===== src/rtl/edo_seq_pkg.sv =====
package edo_seq_pkg;

    // Half-clock step counter width and derived clock-phase width
    localparam int HS_W  = 5;
    localparam int PH_W  = HS_W - 1;
    localparam int NSTRB = 3;

    // Bit positions of the strobe vector (ras, cas, column select)
    localparam int STRB_RAS = 0;
    localparam int STRB_CAS = 1;
    localparam int STRB_COL = 2;

    // Pins driven low when asserted: row and column strobes
    localparam logic [NSTRB-1:0] ACT_LOW = 3'b011;

    typedef logic [HS_W-1:0] hslot_t;
    typedef logic [PH_W-1:0] phase_t;

    typedef enum logic [1:0] {
        RP_SLOW = 2'b00,
        RP_MID  = 2'b01,
        RP_FAST = 2'b10,
        RP_RSVD = 2'b11
    } ras_prof_e;

    typedef enum logic [1:0] {
        CY_LONG  = 2'b00,
        CY_MID   = 2'b01,
        CY_SHORT = 2'b10,
        CY_RSVD  = 2'b11
    } cyc_code_e;

    typedef enum logic {
        SEQ_IDLE,
        SEQ_ACTIVE
    } seq_st_e;

    // All durations in half-clock steps
    typedef struct packed {
        hslot_t setup;   // acceptance to row strobe fall
        hslot_t rcd;     // row strobe fall to column strobe fall
        hslot_t pre;     // row strobe precharge
        hslot_t cyc;     // minimum row-strobe spacing
    } edo_tim_t;

    // Asserted-high strobe levels for one half-slot
    typedef struct packed {
        logic col;
        logic cas;
        logic ras;
    } edo_strb_t;

    function automatic edo_tim_t decode_timing(input logic [1:0] cyc_code,
                                               input logic [1:0] ras_code,
                                               input logic       fast_rcd);
        edo_tim_t t;
        unique case (ras_prof_e'(ras_code))
            RP_MID: begin
                t.setup = HS_W'(4);
                t.pre   = HS_W'(3);
                t.rcd   = HS_W'(3);
            end
            RP_FAST: begin
                t.setup = HS_W'(3);
                t.pre   = HS_W'(2);
                t.rcd   = fast_rcd ? HS_W'(2) : HS_W'(4);
            end
            default: begin
                t.setup = HS_W'(5);
                t.pre   = HS_W'(4);
                t.rcd   = fast_rcd ? HS_W'(2) : HS_W'(4);
            end
        endcase
        unique case (cyc_code_e'(cyc_code))
            CY_MID:   t.cyc = HS_W'(8);
            CY_SHORT: t.cyc = HS_W'(6);
            default:  t.cyc = HS_W'(10);
        endcase
        return t;
    endfunction

    function automatic hslot_t cas_slot(input edo_tim_t t);
        return t.setup + t.rcd;
    endfunction

    function automatic edo_strb_t strobes_at(input edo_tim_t t, input hslot_t s);
        edo_strb_t r;
        hslot_t    c;
        c     = cas_slot(t);
        r.ras = (s >= t.setup) && (s < c + HS_W'(2));
        r.cas = (s == c);
        r.col = (s + HS_W'(1) >= c) && (s <= c + HS_W'(1));
        return r;
    endfunction

    // Number of clocks from acceptance until the next acceptance may happen
    function automatic phase_t busy_clocks(input edo_tim_t t);
        hslot_t act;
        hslot_t span;
        hslot_t tot;
        act  = t.rcd + t.pre + HS_W'(2);
        span = (t.cyc > act) ? t.cyc : act;
        tot  = t.setup + span;
        return PH_W'((tot + HS_W'(1)) >> 1);
    endfunction

    function automatic hslot_t even_slot(input phase_t p);
        return {p, 1'b0};
    endfunction

    function automatic hslot_t odd_slot(input phase_t p);
        return {p, 1'b1};
    endfunction

endpackage


===== src/rtl/dual_edge_out.sv =====
// One output bit whose level can change on either clock edge.
// q = q_p ^ q_n: the rising-edge flop sets the first half, the falling-edge
// flop sets the second half from a value staged at the rising edge.
module dual_edge_out #(
    parameter bit RST_VAL = 1'b1
) (
    input  logic clk,
    input  logic rst,
    input  logic d_rise,
    input  logic d_fall,
    output logic q
);
    logic q_p;
    logic q_n;
    logic fall_hold;

    always_ff @(posedge clk) begin
        if (rst) begin
            q_p       <= RST_VAL;
            fall_hold <= RST_VAL;
        end else begin
            q_p       <= d_rise ^ q_n;
            fall_hold <= d_fall;
        end
    end

    always_ff @(negedge clk) begin
        if (rst) begin
            q_n <= 1'b0;
        end else begin
            q_n <= fall_hold ^ q_p;
        end
    end

    assign q = q_p ^ q_n;
endmodule


===== src/rtl/edo_rd_capture.sv =====
// Registers the DRAM data bus on the rising edge that ends the column pulse.
module edo_rd_capture #(
    parameter int DATA_W = 16
) (
    input  logic              clk,
    input  logic              rst,
    input  logic              cap_now,
    input  logic [DATA_W-1:0] dq_in,
    output logic              rd_valid,
    output logic [DATA_W-1:0] rd_data
);
    always_ff @(posedge clk) begin
        if (rst) begin
            rd_valid <= 1'b0;
            rd_data  <= '0;
        end else begin
            rd_valid <= cap_now;
            if (cap_now) begin
                rd_data <= dq_in;
            end
        end
    end
endmodule


===== src/rtl/edo_seq_ctrl.sv =====
// Access timeline: phase counter in clocks, strobe levels per half-slot.
module edo_seq_ctrl
    import edo_seq_pkg::*;
#(
    parameter int ROW_W  = 10,
    parameter int COL_W  = 9,
    parameter int DATA_W = 16
) (
    input  logic              clk,
    input  logic              rst,
    input  logic              req_valid,
    input  logic              req_we,
    input  logic [ROW_W-1:0]  req_row,
    input  logic [COL_W-1:0]  req_col,
    input  logic [DATA_W-1:0] req_wdata,
    input  logic [1:0]        cfg_cycle,
    input  logic [1:0]        cfg_ras,
    input  logic              cfg_fast_rcd,
    output logic              req_ready,
    output edo_strb_t         strb_rise,
    output edo_strb_t         strb_fall,
    output logic              cap_now,
    output logic              wr_drive,
    output logic [ROW_W-1:0]  row_q,
    output logic [COL_W-1:0]  col_q,
    output logic [DATA_W-1:0] wdata_q
);
    seq_st_e  st_q, st_d;
    phase_t   ph_q, ph_d;
    phase_t   last_ph;
    edo_tim_t tim_q, tim_d;
    logic     wr_q, wr_d;
    logic     accept;

    assign last_ph   = busy_clocks(tim_q) - PH_W'(1);
    assign req_ready = (st_q == SEQ_IDLE) || (ph_q == last_ph);
    assign accept    = req_valid && req_ready;

    always_comb begin
        st_d  = st_q;
        ph_d  = ph_q;
        tim_d = tim_q;
        wr_d  = wr_q;
        if (accept) begin
            st_d  = SEQ_ACTIVE;
            ph_d  = '0;
            tim_d = decode_timing(cfg_cycle, cfg_ras, cfg_fast_rcd);
            wr_d  = req_we;
        end else if (st_q == SEQ_ACTIVE) begin
            if (ph_q == last_ph) begin
                st_d = SEQ_IDLE;
            end else begin
                ph_d = ph_q + PH_W'(1);
            end
        end
    end

    // Strobe levels for the two halves of the clock being entered
    always_comb begin
        if (st_d == SEQ_ACTIVE) begin
            strb_rise = strobes_at(tim_d, even_slot(ph_d));
            strb_fall = strobes_at(tim_d, odd_slot(ph_d));
        end else begin
            strb_rise = '0;
            strb_fall = '0;
        end
    end

    assign cap_now = (st_d == SEQ_ACTIVE) && !wr_d &&
                     (even_slot(ph_d) == cas_slot(tim_d) + HS_W'(1));

    always_ff @(posedge clk) begin
        if (rst) begin
            st_q     <= SEQ_IDLE;
            ph_q     <= '0;
            tim_q    <= decode_timing(2'b00, 2'b00, 1'b0);
            wr_q     <= 1'b0;
            wr_drive <= 1'b0;
            row_q    <= '0;
            col_q    <= '0;
            wdata_q  <= '0;
        end else begin
            st_q     <= st_d;
            ph_q     <= ph_d;
            tim_q    <= tim_d;
            wr_q     <= wr_d;
            wr_drive <= (st_d == SEQ_ACTIVE) && wr_d;
            if (accept) begin
                row_q   <= req_row;
                col_q   <= req_col;
                wdata_q <= req_wdata;
            end
        end
    end
endmodule


===== src/rtl/edo_rd_seq.sv =====
module edo_rd_seq
    import edo_seq_pkg::*;
#(
    parameter int ROW_W  = 10,
    parameter int COL_W  = 9,
    parameter int DATA_W = 16,
    parameter int ADDR_W = (ROW_W > COL_W) ? ROW_W : COL_W
) (
    input  logic              clk,
    input  logic              rst,
    input  logic              req_valid,
    input  logic              req_we,
    input  logic [ROW_W-1:0]  req_row,
    input  logic [COL_W-1:0]  req_col,
    input  logic [DATA_W-1:0] req_wdata,
    input  logic [1:0]        cfg_cycle,
    input  logic [1:0]        cfg_ras,
    input  logic              cfg_fast_rcd,
    output logic              req_ready,
    output logic              rd_valid,
    output logic [DATA_W-1:0] rd_data,
    output logic [ADDR_W-1:0] dram_addr,
    output logic              dram_ras_n,
    output logic              dram_cas_n,
    output logic              dram_we_n,
    output logic [DATA_W-1:0] dram_dq_out,
    output logic              dram_dq_oe,
    input  logic [DATA_W-1:0] dram_dq_in
);
    edo_strb_t        strb_rise;
    edo_strb_t        strb_fall;
    logic [NSTRB-1:0] rise_v;
    logic [NSTRB-1:0] fall_v;
    logic [NSTRB-1:0] pin_v;
    logic             cap_now;
    logic             wr_drive;
    logic [ROW_W-1:0] row_q;
    logic [COL_W-1:0] col_q;
    logic [DATA_W-1:0] wdata_q;

    edo_seq_ctrl #(
        .ROW_W (ROW_W),
        .COL_W (COL_W),
        .DATA_W(DATA_W)
    ) u_ctrl (
        .clk         (clk),
        .rst         (rst),
        .req_valid   (req_valid),
        .req_we      (req_we),
        .req_row     (req_row),
        .req_col     (req_col),
        .req_wdata   (req_wdata),
        .cfg_cycle   (cfg_cycle),
        .cfg_ras     (cfg_ras),
        .cfg_fast_rcd(cfg_fast_rcd),
        .req_ready   (req_ready),
        .strb_rise   (strb_rise),
        .strb_fall   (strb_fall),
        .cap_now     (cap_now),
        .wr_drive    (wr_drive),
        .row_q       (row_q),
        .col_q       (col_q),
        .wdata_q     (wdata_q)
    );

    assign rise_v = strb_rise;
    assign fall_v = strb_fall;

    // One half-clock-resolution output cell per strobe, polarity from ACT_LOW
    for (genvar g = 0; g < NSTRB; g++) begin : g_strb
        dual_edge_out #(
            .RST_VAL(ACT_LOW[g])
        ) u_de (
            .clk   (clk),
            .rst   (rst),
            .d_rise(rise_v[g] ^ ACT_LOW[g]),
            .d_fall(fall_v[g] ^ ACT_LOW[g]),
            .q     (pin_v[g])
        );
    end

    assign dram_ras_n = pin_v[STRB_RAS];
    assign dram_cas_n = pin_v[STRB_CAS];
    assign dram_addr  = pin_v[STRB_COL] ? ADDR_W'(col_q) : ADDR_W'(row_q);

    assign dram_we_n   = ~wr_drive;
    assign dram_dq_oe  = wr_drive;
    assign dram_dq_out = wdata_q;

    edo_rd_capture #(
        .DATA_W(DATA_W)
    ) u_cap (
        .clk     (clk),
        .rst     (rst),
        .cap_now (cap_now),
        .dq_in   (dram_dq_in),
        .rd_valid(rd_valid),
        .rd_data (rd_data)
    );
endmodule


===== config.mk =====
export PLATFORM = sky130hd
export DESIGN_NAME = edo_rd_seq
export DESIGN_NICKNAME = d
export VERILOG_FILES = /design/src/rtl/edo_seq_pkg.sv /design/src/rtl/dual_edge_out.sv /design/src/rtl/edo_rd_capture.sv /design/src/rtl/edo_seq_ctrl.sv /design/src/rtl/edo_rd_seq.sv
export SDC_FILE = /design/constraint.sdc
export NUM_CORES = 1
export LEC_CHECK = 0
export BUFFER_PORTS_ARGS = -buffer_cell sky130_fd_sc_hd__clkbuf_2
export CELL_PAD_IN_SITES_DETAIL_PLACEMENT = 1
export CELL_PAD_IN_SITES_GLOBAL_PLACEMENT = 1
export CORE_AREA = 2 2 109 111
export CTS_CLUSTER_SIZE = 16
export DETAILED_ROUTE_END_ITERATION = 10
export DIE_AREA = 0 0 111 113
export PLACE_DENSITY = 0.94
export SYNTH_ARGS = -nofsm -noshare
export SYNTH_HDL_FRONTEND = slang
export SYNTH_SLANG_ARGS = --single-unit

===== constraint.sdc =====
create_clock -name clk -period 19.2 [get_ports clk]
set_clock_uncertainty 0.15 [all_clocks]
set_input_delay 1.92 -clock clk [delete_from_list [all_inputs] [get_ports clk]]
set_output_delay 1.92 -clock clk [all_outputs]
set_load 0.02 [all_outputs]

==> summary.md <==
| Metric | Value |
|---|---|
| Async SR Flop Fraction | 0% |
| Vias | roughly 4,500 |
| Worst path slowest cell | xor2_1 |
| Post-synth top flop | dfxtp_1 |
| Hold_sp | u_ctrl.row_q[3] |
| Crit path cell chain | xor2_1 -> mux2_2 -> clkbuf_2 |
| CTS H-tree lvls | 3 |
| Largest net degree at the start of global routing | 84 |
| Critical path capture point type | primary output |
| Critical path's largest stage delay | slightly above 800 ps |
| Number of global-route vias before repair | around 5,000 |
| Share of layout cells above drive strength 1 | between 20% and 30% |
| Worst Setup Start Kind | flip-flop |
| WP data arrival | approximately 12,000 ps |
| Worst-Margin Slew | between 1000 and 1500 ps |
| Post-CTS sizing | 0 |
| Width of the die | 111 µm |
| Area grow syn2layout | 20.8% |
| Slew Viols, Final | 0 |
| Clk buf depth | 2 |
| Wire length per cell | between 15 and 20 µm |
| Initial antenna violation count | 0 |
| Die area | approximately 13,000 µm² |
| Finish-stage setup viols | 0 |
| I/O pin count | about 110 |
| Starting Density | 42.3% |
| CTS root buf | clkbuf_16 |
| Final Wtd Congestion | roughly 0.87 |
| Final ANT Viol Nets | 0 |
| Hold Path Class | flip-flop to flip-flop |
| Pwr Total | 0.722 mW |
| Reg2reg path depth | 3 |
| P_leak | 2.78 nW |
| CP max FO | 10 |
| Total CTS buffers | 9 |
| Post-synth EDFFs | 0 |
| Worst-case vdd ir drop | 76.7 µV |
| Wirelength, routed | around 15,000 µm |
| FF-to-FF End | g_strb[2].u_de.q_p |
| Mapped cell area | between 4000 and 5000 µm² |
| #FFs+latches synth | 84 |
| MaxCap Viol Count | 0 |
| Final Net Count | between 700 and 800 |
| Die height | ~110 µm |
| Vias per cell | ~5.5 |
| Crit path launch | g_strb[2].u_de.q_n |
| Hold depth | 2 |
| Port Buffers | 107 |
| Syn Inst Count | between 500 and 600 |
| Most common cell in the netlist | nand2_1 |
| DRT iter0 DRCs | approximately 220 |
| Core area | 11,300 µm² |
| GRT Overall Usage | about 25% |
| Synth unique cells | 58 |
| Worst endpoint required time | between 15,000 and 20,000 ps |
| Pwr dens | between 100 and 150 nW/µm² |
| Sequential share of the synthesized area | 35.3% |
| RSZ-0062 raised after global routing | false |
| GRT overflow | 0 |
| CTS hold repair buffers | 0 |
| Register area | ~1700 µm² |
| Post-Syn Nets | ~670 |
| Kind of critical path | flip-flop to primary output |
| Remaining DRCs | 0 |
| Setup TNS | 0 ps |
| Site Rows | 39 |
| CTS tree | yes |
| Mean area per synthesized cell | 8.43 µm² |
| Top cell type's share of synthesized area | 35.3% |
| First-pass GRT wire length | approximately 25,000 µm |
| Iteration count of the initial detailed-routing pass | 4 |
| R2r startpoint | g_strb[2].u_de.q_n |
| Multi-input gate area | between 2000 and 3000 µm² |
| Synth top area cells | dfxtp_1 (35%), ha_1 (11%), nand2_1 (7.8%) |
| Hold Vio Cnt, Final | 0 |
| Worst-path clk slew | approximately 70 ps |
| Hpwl dp | about 11,000 µm |
| Synth cell count leaders | nand2_1 (99), dfxtp_1 (84), a21oi_1 (54), nor2_1 (46), ha_1 (43) |
| Outcome | completed |
| Synth warn | 0 |
| Max transition margin | 28.9% |
| R2R setup slack | between 8000 and 9000 ps |
| Setup bufs post-CTS | 0 |
| WHS Endpoint | u_ctrl.row_q[3] |
| Clk sinks | 84 |
| Fillers | 1,357 |
| Synth area leader | dfxtp_1 |
| ANT cells | 0 |
| Clk Latency, worst-skew pair | ~430 ps |
## power breakdown
part           leakage, nW  total [mW]  switching (mW)  internal [mW]
clock                0.166       0.189          0.0839          0.105
sequential           0.686       0.209          0.0146          0.195
combinational         1.92       0.324           0.194          0.129
total                 2.78       0.722           0.293          0.429
## final cells by class
type / count / area share, %
multi-input cells: 428 / 50.1
flip-flops and latches: 84 / 29.2
repair buffers: 113 / 10.1
clock buffers: 9 / 3.91
well taps: 143 / 3.11
inverters: 28 / 1.82
clock inverters: 10 / 1.76
## kinds of logic after synthesis
logic type | Yosys count | share of synthesized area (%)
flops | 84 | 35.3
fa+ha+maj | 45 | 12.1
xor+xnor | 28 | 5.69
mux | 34 | 7.69
buf+inv | 54 | 4.51
compound gates | 114 | 15.1
simple gates | 207 | 19.7
## registers in the layout (all words and copies together), names as in the netlist
| name | cells |
|---|---|
| g_strb.u_de.q_p | 3 |
| u_ctrl.st_q | 1 |
| g_strb.u_de.fall_hold | 3 |
| u_ctrl.wr_drive | 1 |
| g_strb.u_de.q_n | 3 |
| u_cap.rd_data | 16 |
| u_ctrl.wr_q | 1 |
| u_ctrl.wdata_q | 16 |
| u_ctrl.ph_q | 4 |
| u_ctrl.col_q | 9 |
| u_ctrl.row_q | 10 |
| u_ctrl.tim_q | 16 |
| u_cap.rd_valid | 1 |
## metal layers
metal | vias up | GRT usage (%) | wire (µm)
met3 | 46 | 4.77 | 656
li1 | 2148 | - | -
met5 | - | 0 | 0
met1 | 2152 | 27.0 | 6000
met4 | 0 | 12.2 | 671
met2 | 132 | 45.6 | 8000
## critical path, delay by kind of cell (launching register included)
kind / cells / cell delay [ps]
xor gates and xnor gates: 1 / 820
DFF: 1 / 390
buffers and inverters: 1 / 160
muxes: 1 / 420
## per-stage QoR
stage | cell area, µm² | util (%) | cells | setup WS (ps) | hold slack [ps]
final | 5760 | 51.1 | 815 | 5320 | 310
after global routing | 5760 | 51.1 | 815 | 5130 | 331
after CTS | 5760 | 51.1 | 815 | 5320 | 311
after detailed placement | 5440 | 48.2 | 797 | 5760 | 301
after global placement | 5440 | 48.2 | 797 | 5860 | 291
after floorplan | 4770 | - | 566 | 6180 | 277
## layout by cell type (no fill, tap or decap), types with 2 or more instances in the layout
| cell type | Yosys | final |
|---|---|---|
| clkinvlp_4 | 0 | 2 |
| nor2b_1 | 12 | 12 |
| o2bb2ai_1 | 2 | 2 |
| nand2b_1 | 8 | 8 |
| and2_1 | 2 | 2 |
| o21a_1 | 6 | 6 |
| and3_1 | 2 | 2 |
| buf_4 | 0 | 6 |
| nor4_1 | 3 | 3 |
| nor3b_1 | 3 | 3 |
| nand4_1 | 4 | 4 |
| inv_1 | 29 | 31 |
| a21oi_1 | 54 | 54 |
| xor2_1 | 10 | 10 |
| nand2_1 | 99 | 99 |
| or2_2 | 2 | 2 |
| or3_1 | 4 | 4 |
| a31oi_1 | 3 | 3 |
| nand4b_1 | 4 | 4 |
| o22ai_1 | 2 | 2 |
| mux2i_1 | 22 | 22 |
| nand3b_1 | 2 | 2 |
| clkbuf_16 | 0 | 9 |
| a21o_1 | 9 | 9 |
| o21ai_0 | 16 | 15 |
| ha_1 | 43 | 43 |
| fa_1 | 2 | 2 |
| o211a_1 | 2 | 2 |
| clkbuf_2 | 0 | 107 |
| inv_8 | 0 | 4 |
| nand3_1 | 8 | 8 |
| dfxtp_1 | 84 | 84 |
| nor3_1 | 6 | 6 |
| a211oi_1 | 3 | 3 |
| xnor2_1 | 16 | 16 |
| mux2_2 | 11 | 11 |
| nor2_1 | 46 | 46 |
## worst max path at each step
stage                         to  cells past startpoint
floorplan           dram_addr[0]                      2
detailed placement  dram_addr[8]                      3
CTS                 dram_addr[8]                      3
finish              dram_addr[8]                      3
global placement    dram_addr[8]                      3
global route        dram_addr[0]                      3
Note: power is estimated with default switching activity, not from simulation.
